File: src/rtl/blink_pkg.sv
package blink_pkg;

    localparam int CODE_W        = 4;
    localparam int DEFAULT_STEP  = 10;
    localparam int MAX_CODE      = (1 << CODE_W) - 1;

    typedef enum logic {
        PH_NORMAL = 1'b0,
        PH_ALT    = 1'b1
    } phase_e;

    typedef struct packed {
        logic [CODE_W-1:0] alt_code;
        logic [CODE_W-1:0] norm_code;
    } period_t;

    function automatic int cnt_width(input int step);
        return $clog2(MAX_CODE * step + 1);
    endfunction

endpackage

File: src/rtl/blink_period_reg.sv
module blink_period_reg
    import blink_pkg::*;
(
    input  logic                clk,
    input  logic                rst,
    input  logic                wr,
    input  logic [2*CODE_W-1:0] wdata,
    output period_t             cfg
);

    period_t cfg_q;

    always_ff @(posedge clk) begin
        if (rst) begin
            cfg_q <= '0;
        end else if (wr) begin
            cfg_q <= period_t'(wdata);
        end
    end

    assign cfg = cfg_q;

endmodule

File: src/rtl/blink_field_cnt.sv
module blink_field_cnt #(
    parameter int CNT_W = 8
) (
    input  logic             clk,
    input  logic             rst,
    input  logic             clear,
    input  logic             advance,
    input  logic [CNT_W-1:0] limit,
    output logic             expire,
    output logic [CNT_W-1:0] count
);

    logic [CNT_W-1:0] cnt_q;
    logic             at_end;

    assign at_end = (limit != '0) && (cnt_q == limit - CNT_W'(1));
    assign expire = advance && at_end;

    always_ff @(posedge clk) begin
        if (rst || clear) begin
            cnt_q <= '0;
        end else if (advance && (limit != '0)) begin
            if (at_end) begin
                cnt_q <= '0;
            end else begin
                cnt_q <= cnt_q + CNT_W'(1);
            end
        end
    end

    assign count = cnt_q;

endmodule

File: src/rtl/blink_phase_fsm.sv
module blink_phase_fsm
    import blink_pkg::*;
#(
    parameter int STEP  = DEFAULT_STEP,
    parameter int CNT_W = 8
) (
    input  logic             clk,
    input  logic             rst,
    input  logic             load,
    input  period_t          load_cfg,
    input  period_t          cfg,
    input  logic             expire,
    output phase_e           phase,
    output logic [CNT_W-1:0] limit
);

    phase_e            phase_q;
    logic [CODE_W-1:0] cur_code;
    logic [CODE_W-1:0] next_code;

    function automatic logic [CNT_W-1:0] span(input logic [CODE_W-1:0] c);
        return CNT_W'(c) * CNT_W'(STEP);
    endfunction

    always_comb begin
        if (phase_q == PH_ALT) begin
            cur_code  = cfg.alt_code;
            next_code = cfg.norm_code;
        end else begin
            cur_code  = cfg.norm_code;
            next_code = cfg.alt_code;
        end
    end

    assign limit = span(cur_code);

    always_ff @(posedge clk) begin
        if (rst) begin
            phase_q <= PH_NORMAL;
        end else if (load) begin
            phase_q <= (load_cfg.alt_code != '0) ? PH_ALT : PH_NORMAL;
        end else if (expire && (next_code != '0)) begin
            phase_q <= (phase_q == PH_ALT) ? PH_NORMAL : PH_ALT;
        end
    end

    assign phase = phase_q;

endmodule

File: src/rtl/blink_phase_timer.sv
module blink_phase_timer
    import blink_pkg::*;
#(
    parameter int STEP = DEFAULT_STEP
) (
    input  logic       clk,
    input  logic       rst,
    input  logic       enable,
    input  logic       field_tick,
    input  logic       reg_wr,
    input  logic [7:0] reg_data,
    output logic       phase_on,
    output logic       pair_sel
);

    localparam int CNT_W = cnt_width(STEP);

    period_t          cfg;
    phase_e           phase;
    logic [CNT_W-1:0] cur_limit;
    logic [CNT_W-1:0] fld_count;
    logic             expire;
    logic             advance;

    assign advance = enable && field_tick && !reg_wr;

    blink_period_reg u_reg (
        .clk   (clk),
        .rst   (rst),
        .wr    (reg_wr),
        .wdata (reg_data),
        .cfg   (cfg)
    );

    blink_field_cnt #(.CNT_W(CNT_W)) u_cnt (
        .clk     (clk),
        .rst     (rst),
        .clear   (reg_wr),
        .advance (advance),
        .limit   (cur_limit),
        .expire  (expire),
        .count   (fld_count)
    );

    blink_phase_fsm #(.STEP(STEP), .CNT_W(CNT_W)) u_fsm (
        .clk      (clk),
        .rst      (rst),
        .load     (reg_wr),
        .load_cfg (period_t'(reg_data)),
        .cfg      (cfg),
        .expire   (expire),
        .phase    (phase),
        .limit    (cur_limit)
    );

    phase_e sel;
    always_comb begin
        sel = (enable && (phase == PH_ALT)) ? PH_ALT : PH_NORMAL;
    end

    assign phase_on = (sel == PH_ALT);
    assign pair_sel = sel;

endmodule

File: config.mk
export PLATFORM = sky130hd
export DESIGN_NAME = blink_phase_timer
export DESIGN_NICKNAME = d
export VERILOG_FILES = /design/src/rtl/blink_pkg.sv /design/src/rtl/blink_period_reg.sv /design/src/rtl/blink_field_cnt.sv /design/src/rtl/blink_phase_fsm.sv /design/src/rtl/blink_phase_timer.sv
export SDC_FILE = /design/constraint.sdc
export NUM_CORES = 1
export LEC_CHECK = 0
export BUFFER_PORTS_ARGS = -buffer_cell sky130_fd_sc_hd__buf_2
export CORE_MARGIN = 10
export CORE_UTILIZATION = 30
export DETAILED_ROUTE_END_ITERATION = 10
export GPL_ROUTABILITY_DRIVEN = 0
export HOLD_SLACK_MARGIN = 0.05
export SLEW_MARGIN = 20
export SYNTH_ARGS = -nofsm -noshare
export SYNTH_HDL_FRONTEND = slang
export SYNTH_HIERARCHICAL = 1
export SYNTH_SLANG_ARGS = --single-unit
File: constraint.sdc
create_clock -name clk -period 8.7 [get_ports clk]
set_input_delay 1.74 -clock clk [delete_from_list [all_inputs] [get_ports clk]]
set_output_delay 1.74 -clock clk [all_outputs]
set_load 0.01 [all_outputs]
==> results of run 1 <==
==> final cells by class <==
class	instances	area (sq um)
repair buffers	14	70.1
inverters	10	37.5
multi-input cells	107	845
clock buffers	3	41.3
fillers	421	2660
clock inverters	1	5.00
well taps	50	62.6
flip-flops and latches	17	340
==> worst paths after layout <==
check,end,start
hold reg to reg,u_reg/cfg[1],u_reg/cfg[1]
hold / removal,u_reg/cfg[1],u_reg/cfg[1]
setup reg to reg,u_fsm/phase,u_fsm/phase
setup / recovery,u_fsm/phase,u_fsm/phase
==> cell families (layout without fill, tap and decap cells) <==
family / count (synthesis) / count (layout)
simple gates: 47 / 47
buf+inv: 16 / 28
other cells: 1 / 1
flops: 17 / 17
compound gates: 21 / 21
mux: 12 / 12
xor+xnor: 18 / 18
fa+ha+maj: 8 / 8
==> worst max-delay path, stage by stage, from the launching register on <==
cell,delay (ns)
dfxtp_1,0.46
mux2_1,0.46
ha_1,0.34
ha_1,0.18
inv_1,0.06
fa_1,0.47
inv_1,0.05
or4_4,0.45
nor4_2,0.18
xnor2_1,0.17
nor3_4,0.29
and2_2,0.21
o41ai_1,0.06
a221oi_1,0.29
a211oi_1,0.08
==> Yosys cell counts (2+ instances only) <==
cell type   n  area [sq um]
a2111oi_1   5          50.1
buf_1       2          7.51
buf_4       2          15.0
buf_6       2          22.5
dfxtp_1    17           340
ha_1        7          87.6
inv_1      10          37.5
mux2_1      2          22.5
mux2i_1    10           100
nand2_1     2          7.51
nand3_1     8          40.0
nor2_1     16          60.1
nor3_1      4          20.0
nor3_4      2          32.5
nor4_1      2          12.5
o21ai_0     3          15.0
o21ai_2     2          17.5
o31ai_1     2          15.0
xnor2_1    14           123
xor2_1      4          35.0
==> cell usage in the layout (no fill, tap or decap), drive strengths merged, types with 3 or more instances in the layout <==
cell	synthesis	final
xnor2	14	14
buf	6	14
nand3	8	8
nor4	3	3
inv	10	10
a2111oi	6	6
dfxtp	17	17
xor2	4	4
nor2	16	16
nor3	6	6
clkbuf	0	3
ha	7	7
mux2i	10	10
o21ai	5	5
==> power by group <==
part           switching, mW  total (mW)  internal, mW
clock network         0.0279      0.0597        0.0318
registers            0.00306      0.0837        0.0806
logic                 0.0279      0.0478        0.0199
total                 0.0589       0.191         0.132
==> metrics by stage <==
step / instances / hold WS [ns] / utilization / instance area (sq um)
final: 202 / 0.531 / 0.345 / 1400
after global routing: 202 / 0.566 / 0.345 / 1400
after CTS: 202 / 0.537 / 0.345 / 1400
after detailed placement: 198 / 0.520 / 0.334 / 1360
after global placement: 198 / 0.519 / 0.334 / 1360
after floorplan: 140 / 0.472 / - / 1270
==> flip-flops by register name, summed over array words and instances, names as in the netlist <==
name,count
u_cnt/count,8
u_reg/cfg,8
u_fsm/phase,1
==> routing by layer <==
metal	track usage	up-vias
li1	-	523
met1	0.0954	471
met2	0.117	18
met3	0.0115	2
met4	0.0299	0
met5	0	-
==> impl_metrics.csv, run 1 <==
group,metric,value,unit
status,status,"finished, final reports clean",
detailed_routing,wl_met3,68,um
detailed_routing,route.met2.wl,1220,um
clock_network,cts.sinks,17,
power,finalPower,0.191,mW
clock_network,clkSlewWorstSetupHoldPaths,0.07,ns
sta,skew,0.00185,ns
sta,slew_viol_final,0,
floorplanning,initial_core_util,0.312,
synthesis,synth_nets,161,
global_route,grt_first_pass_wirelength,4630,um
floorplanning,dieWidth,85,um
synthesis,yosys_warnings,6,
global_route,grt_max_degree,20,
detailed_routing,finalWirelength,2710,um
floorplanning,ios,15,
cells_and_area,nets,174,
clock_network,post_cts_buffers,0,
synthesis,synthArstFlopShare,0,
sta,hold_violations,0,
floorplanning,die_y,85,um
synthesis,synth-compound-area-share,0.136,
hold_path,hp-class,"register to register",
floorplanning,rows,23,
clock_network,cts_buffers,3,
global_route,grt_overflow_total,0,
power,pwr_density_cell,136,mW/mm^2
clock_network,tritoncts,"yes",
detailed_routing,route.detailed.drc,0,
clock_network,clkLatencyLatePin,0.25,ns
sta,fmax,257,MHz
power,vdd_drop_max,0.0849,mV
worst_setup_path,end_kind,"register",
worst_setup_path,cp_max_fo,7,
cells_and_area,syn2layout_area_growth,10.6,%
synthesis,synth_top_family_by_area,"simple AND/OR/NAND/NOR gates",
clock_network,clockBufferDepth,2,
sta,fin_tns_setup,0,ns
sta,fin_ws,4.80,ns
hold_path,min_path_cells,2,
worst_setup_path,reg2reg_slack,4.80,ns
clock_network,cts_resized,0,
floorplanning,core-area,0.00406,sq mm
detailed_routing,vias,1014,
worst_setup_path,reg2reg_depth,14,
power,cellLeakagePower,0.534,nW
synthesis,synth_area,0.00127,sq mm
sta,period_minus_slack,3.90,ns
place,port_buffers,14,
worst_setup_path,worstPathArrival,4.02,ns
worst_setup_path,worst-setup-path-type,"register to register",
place,preCtsSetupSlack,4.81,ns
detailed_routing,drt-initial-drc-count,33,
sta,setup_violations,0,
cells_and_area,antenna_cells,0,
detailed_routing,wl_per_cell,13.4,um
synthesis,synth_edf_count,0,
clock_network,hold_buffers,0,
synthesis,ys_types,44,
place,hpwl,2040,um
sta,rsz0062_at_grt,"false",
clock_network,cts-root-buf,"clkbuf_8",
detailed_routing,firstDrtPassIters,4,
synthesis,synth_mux_area_frac,0.0967,
detailed_routing,ant_nets,0,
synthesis,synth-main-ff-cell,"dfxtp_1",
global_route,track_usage,0.0736,
floorplanning,die-area,0.00723,sq mm
cells_and_area,drive_gt1_frac,0.184,
global_route,grt_pass1_vias,1015,
detailed_routing,routed_via_density,5.02,
sta,final.period_utilization,0.448,
synthesis,ys_seq_elements,17,
run,cap_violations,0,
synthesis,ys_seq_area_frac,0.269,
detailed_routing,met1_length,1400,um
synthesis,syn_avg_cell_area,9.05,sq um
synthesis,synth_adder_area_share,0.0849,
clock_network,htreeDepth,1,
synthesis,synth_xor_area_frac,0.124,
worst_setup_path,required,8.82,ns
synthesis,synthCells,140,
synthesis,synth-simple-area-share,0.221,
global_route,antenna_found_initial,0,
worst_setup_path,critPathLaunchType,"register",
detailed_routing,dr.max_layer_used,"met4",
(Power assumes the default switching activity.)
==> run 2: changes to the inputs <==
==> constraint.sdc (replaced) <==
create_clock -name clk -period 3.3 [get_ports clk]
set_input_delay 0.66 -clock clk [delete_from_list [all_inputs] [get_ports clk]]
set_output_delay 0.66 -clock clk [all_outputs]
set_load 0.01 [all_outputs]
==> run 2 against run 1 <==
- the run now ends with negative setup slack left
- count of clock-buffer cells in the layout is the same
- first-iteration DRC count rose by 61%
- flip-flop and latch count unchanged
- critical path type unchanged
- largest power group unchanged
==> impl_metrics.csv, run 2 (synthesis results as in run 1) <==
group,metric,value,unit
status,status,"complete, but fails checks",
status,violations,"negative setup slack",
worst_setup_path,cpMostUsedCell,"inv_2",
worst_setup_path,cp.buffers_inverters,3,
clock_network,clockBufferDepth,2,
floorplanning,rows,23,
cells_and_area,drive_gt1_frac,0.406,
detailed_routing,vias,1146,
floorplanning,initial_core_util,0.312,
place,port_buffers,14,
worst_setup_path,path_delay_family,"simple AND/OR/NAND/NOR gates",
sta,setup_violations,3,
worst_setup_path,required,3.42,ns
detailed_routing,drt-initial-drc-count,53,
power,vdd_drop_max,0.231,mV
worst_setup_path,end_kind,"register",
cells_and_area,final_area,0.00175,sq mm
sta,skew,0.00415,ns
cells_and_area,antenna_cells,0,
sta,hold_violations,0,
cells_and_area,syn2layout_area_growth,38.4,%
hold_path,hp-class,"register to register",
detailed_routing,routed_via_density,4.98,
power,finalPower,0.594,mW
sta,slew_viol_final,0,
sta,fin_ws,-0.0984,ns
clock_network,cts.sinks,17,
sta,worst_hold_slack,0.544,ns
cells_and_area,final_cell_mix,"buf_4 (23), dfxtp_1 (16), buf_2 (14), nor2_1 (14), xnor2_1 (12)",
clock_network,hold_buffers,0,
power,cellLeakagePower,0.690,nW
worst_setup_path,reg2reg_depth,15,
global_route,grt_pass1_vias,1230,
clock_network,cts-root-buf,"clkbuf_8",
hold_path,min_path_cells,2,
floorplanning,core-area,0.00406,sq mm
worst_setup_path,cp_max_fo,4,
sta,fmax,294,MHz
place,dp_cells,222,
cells_and_area,stdcell_count,230,
hold_path,min_to,"u_reg/cfg[4]",
power,pwr_density_cell,339,mW/mm^2
sta,rsz0062_at_grt,"true",
worst_setup_path,path_cells,"mux2i_4 > inv_2 > ha_4 > ha_4 > inv_2 > fa_2 > inv_2 > or4_4 > nor4_4 > xnor2_2 > nor3_4 > and2_4 > and2b_2 > a221oi_2 > a211oi_1",
clock_network,clkLatencyLatePin,0.26,ns
sta,period_minus_slack,3.40,ns
place,hpwl,2410,um
floorplanning,dieWidth,85,um
worst_setup_path,worstReg2RegEnd,"u_fsm/phase",
detailed_routing,finalWirelength,3140,um
worst_setup_path,worst-setup-path-type,"register to register",
sta,final.period_utilization,1.03,
floorplanning,ios,15,
detailed_routing,wl_per_cell,13.7,um
place,preCtsSetupSlack,-0.334,ns
clock_network,cts_buffers,3,
detailed_routing,ant_nets,0,
worst_setup_path,reg2reg_slack,-0.1,ns
clock_network,clkSlewWorstSetupHoldPaths,0.07,ns
worst_setup_path,critPathLaunchType,"register",
hold_path,min-delay-start,"u_reg/cfg[4]",
global_route,track_usage,0.0875,
place,placed_cell_area,0.00158,sq mm
worst_setup_path,worstPathArrival,3.52,ns
clock_network,tritoncts,"yes",
floorplanning,die-area,0.00723,sq mm
cells_and_area,layout_commonest_cell,"buf_4",
global_route,grt_overflow_total,0,
global_route,antenna_found_initial,0,
detailed_routing,route.detailed.drc,0,
worst_setup_path,worstReg2RegStart,"u_fsm/phase",
global_route,grt_first_pass_wirelength,5420,um
clock_network,htreeDepth,1,
global_route,grt_max_degree,20,
floorplanning,die_y,85,um
detailed_routing,firstDrtPassIters,4,
worst_setup_path,slowest_delay,0.52,ns
cells_and_area,nets,202,
worst_setup_path,cp_slowest_cell,"fa_2",
run,cap_violations,0,
## run 2: layout make-up
| type | instances | area [sq um] |
|---|---|---|
| fillers | 385 | 2300 |
| multi-input cells | 107 | 962 |
| flip-flops and latches | 17 | 344 |
| repair buffers | 42 | 299 |
| well taps | 50 | 62.6 |
| clock buffers | 3 | 41.3 |
| inverters | 10 | 37.5 |
| clock inverters | 1 | 7.51 |
## run 2: where the power goes
part | switching [mW] | internal, mW
clock | 0.0766 | 0.0851
combinational | 0.101 | 0.111
sequential | 0.00764 | 0.212
## run 2: worst max-delay path by stage
stage	from	end	depth (start not counted)
after global placement	u_fsm/phase	u_fsm/phase	14
after global routing	u_fsm/phase	u_fsm/phase	15
after CTS	u_fsm/phase	u_fsm/phase	14
after detailed placement	u_fsm/phase	u_fsm/phase	15
final	u_fsm/phase	u_fsm/phase	15
after floorplan	u_fsm/phase	u_fsm/phase	15
## run 2: worst reg2reg max path, cell delays in order, from the launching register on
cell and delay, ns:
dfxtp_4 0.38, mux2i_4 0.26, inv_2 0.07, ha_4 0.28, ha_4 0.13, inv_2 0.03
fa_2 0.52, inv_2 0.04, or4_4 0.45, nor4_4 0.20, xnor2_2 0.19, nor3_4 0.06
and2_4 0.16, and2b_2 0.19, a221oi_2 0.22, a211oi_1 0.07
## run 2: repair_timing
item	in CTS	in global routing
pin swaps	1	7
setup endpoints to repair	8	9
gates resized for setup	4	18
endpoints found under the hold margin	0	0
buffers inserted	1	4
## run 2: metrics by stage
| step | util | setup TNS, ns |
|---|---|---|
| 6_report | 0.432 | -0.169 |
| 5_1_grt | 0.432 | -0.947 |
| 4_1_cts | 0.407 | -0.307 |
| 2_1_floorplan | - | -0.230 |
| 3_5_place_dp | 0.389 | -1.33 |
| 3_3_place_gp | 0.389 | -0.599 |
## run 2: layer usage
metal  GRT usage  share of wire  vias up
li1            -              -      586
met1      0.0927           0.44      543
met2       0.157           0.53       13
met3      0.0182          0.019        4
met4      0.0464          0.013        0
met5           0              0        -
==> run 3: changes to the inputs <==
--- a/config.mk
+++ b/config.mk
@@ -7,10 +7,12 @@
 export LEC_CHECK = 0
 export BUFFER_PORTS_ARGS = -buffer_cell sky130_fd_sc_hd__buf_2
 export CORE_MARGIN = 10
-export CORE_UTILIZATION = 30
+export CORE_UTILIZATION = 51
 export DETAILED_ROUTE_END_ITERATION = 10
 export GPL_ROUTABILITY_DRIVEN = 0
 export HOLD_SLACK_MARGIN = 0.05
+export MAX_ROUTING_LAYER = met4
+export PLACE_DENSITY = 0.74
 export SLEW_MARGIN = 20
 export SYNTH_ARGS = -nofsm -noshare
 export SYNTH_HDL_FRONTEND = slang
==> constraint.sdc (replaced) <==
create_clock -name clk -period 3.3 [get_ports clk]
set_input_delay 0.66 -clock clk [delete_from_list [all_inputs] [get_ports clk]]
set_output_delay 0.66 -clock clk [all_outputs]
set_load 0.1 [all_outputs]
==> run 3 against run 2 <==
- the run still ends with negative setup slack left
- count of clock-buffer cells in the layout up 1
- fmax shrank 1.9%
- clock power is 31% lower
- register-to-register slack worse by 0.07 ns
- wire length fell by 1.3%
==> impl_metrics.csv, run 3 (synthesis results as in run 1) <==
group,metric,value,unit
cells_and_area,syn2layout_area_growth,32.1,%
worst_setup_path,end_kind,"register",
hold_path,hp-class,"register to register",
worst_setup_path,slowest_delay,0.51,ns
worst_setup_path,path_depth,15,
cells_and_area,antenna_cells,0,
worst_setup_path,path_delay_family,"simple AND/OR/NAND/NOR gates",
place,port_buffers,14,
place,placed_cell_area,0.00152,sq mm
sta,fmax,289,MHz
floorplanning,die_y,69.9,um
global_route,track_usage,0.133,
sta,final.period_utilization,1.05,
run,cap_violations,0,
place,dp_cells,198,
cells_and_area,nets,195,
worst_setup_path,cpMostUsedCell,"inv_1",
power,vdd_drop_max,0.354,mV
cells_and_area,stdcell_count,203,
floorplanning,ios,15,
detailed_routing,ant_nets,0,
worst_setup_path,worstPathArrival,3.61,ns
floorplanning,die-area,0.00488,sq mm
worst_setup_path,cp_max_fo,5,
sta,relSlewSlack,0.657,
floorplanning,rows,18,
sta,skew,0.0136,ns
sta,rsz0062_at_grt,"true",
cells_and_area,layout_commonest_cell,"buf_4",
cells_and_area,final_area,0.00167,sq mm
sta,fin_ws,-0.165,ns
floorplanning,initial_core_util,0.521,
detailed_routing,routed_via_density,5.66,
worst_setup_path,critPathLaunchType,"register",
worst_setup_path,required,3.45,ns
sta,slew_viol_final,0,
detailed_routing,drt-initial-drc-count,112,
sta,setup_violations,1,
global_route,grt_first_pass_wirelength,5470,um
global_route,antenna_found_initial,0,
cells_and_area,nFillCells,188,
status,violations,"negative setup slack",
cells_and_area,drive_gt1_frac,0.399,
cells_and_area,final_cell_mix,"buf_4 (20), dfxtp_1 (16), buf_2 (14), nor2_1 (14), xnor2_1 (11)",
global_route,grt_max_degree,20,
power,pwr_density_cell,324,mW/mm^2
worst_setup_path,cp_slowest_cell,"fa_2",
clock_network,clkLatencyLatePin,0.29,ns
clock_network,clockBufferDepth,2,
detailed_routing,finalWirelength,3100,um
detailed_routing,wl_per_cell,15.3,um
floorplanning,core-area,0.00243,sq mm
hold_path,min_path_cells,2,
sta,hold_violations,0,
sta,period_minus_slack,3.47,ns
global_route,grt_pass1_vias,1217,
worst_setup_path,path_cells,"buf_4 > mux2_2 > ha_2 > ha_4 > inv_1 > fa_2 > inv_1 > or4_4 > nor4_4 > xnor2_2 > nor3_4 > and2_2 > and2b_2 > a221oi_2 > a211oi_1",
clock_network,cts_buffers,3,
clock_network,cts-root-buf,"clkbuf_4",
clock_network,htreeDepth,1,
status,status,"complete, but fails checks",
detailed_routing,vias,1148,
worst_setup_path,reg2reg_depth,15,
clock_network,tritoncts,"yes",
place,preCtsSetupSlack,-0.332,ns
worst_setup_path,worst-setup-path-type,"register to register",
clock_network,clkSlewWorstSetupHoldPaths,0.09,ns
detailed_routing,route.detailed.drc,0,
power,cellLeakagePower,0.648,nW
place,hpwl,2430,um
global_route,grt_overflow_total,0,
worst_setup_path,cp.buffers_inverters,3,
detailed_routing,firstDrtPassIters,4,
sta,worst_pin_slew,0.515,ns
floorplanning,dieWidth,69.9,um
clock_network,cts.sinks,17,
==> run 3: metal layers <==
metal | wire [um] | global-route usage | vias up
met1 | 1280 | 0.141 | 557
met4 | 44 | 0.0219 | 0
met3 | 83 | 0.0325 | 6
met5 | 0 | - | -
li1 | - | - | 563
met2 | 1700 | 0.245 | 22
==> run 3: worst paths after layout <==
check,from,end,slack [ns]
hold / removal,u_reg/cfg[4],u_reg/cfg[4],0.54
hold reg to reg,u_reg/cfg[4],u_reg/cfg[4],0.54
setup reg to reg,u_fsm/phase,u_fsm/phase,-0.17
setup / recovery,u_fsm/phase,u_fsm/phase,-0.17
==> run 3: tightest hold or removal path, delay by kind of cell, from the launching register on <==
| kind | cells | cell delay [ns] |
|---|---|---|
| AND/OR/NAND/NOR | 1 | 0.08 |
| multiplexers | 1 | 0.07 |
| flip-flops | 1 | 0.35 |
==> run 3: stage by stage <==
step / hold slack [ns] / power, mW / util / setup TNS [ns]
3_3_place_gp: 0.508 / 0.405 / 0.626 / -0.313
3_5_place_dp: 0.513 / 0.413 / 0.626 / -0.938
4_1_cts: 0.535 / 0.528 / 0.648 / -0.164
2_1_floorplan: 0.472 / 0.343 / - / -0.230
6_report: 0.537 / 0.542 / 0.688 / -0.165
5_1_grt: 0.600 / 0.577 / 0.688 / -0.537
==> run 3: cell type report <==
type	instances	area (sq um)	share of cell area
flip-flops and latches	17	344	0.206
repair buffers	35	231	0.138
inverters	10	37.5	0.0224
well taps	30	37.5	0.0224
multi-input cells	107	997	0.596
clock buffers	4	26.3	0.0157
==> run 3: power breakdown <==
group | internal, mW | switching, mW
Combinational | 0.100 | 0.110
Sequential | 0.212 | 0.00815
Clock | 0.0470 | 0.0644
Total | 0.359 | 0.182
==> run 3: timing repair <==
action	CTS	global route
gates resized for setup	6	16
pin swaps	0	6
setup endpoints to repair	7	7
hold buffers	0	0
setup buffers	0	1
endpoints found under the hold margin	0	0
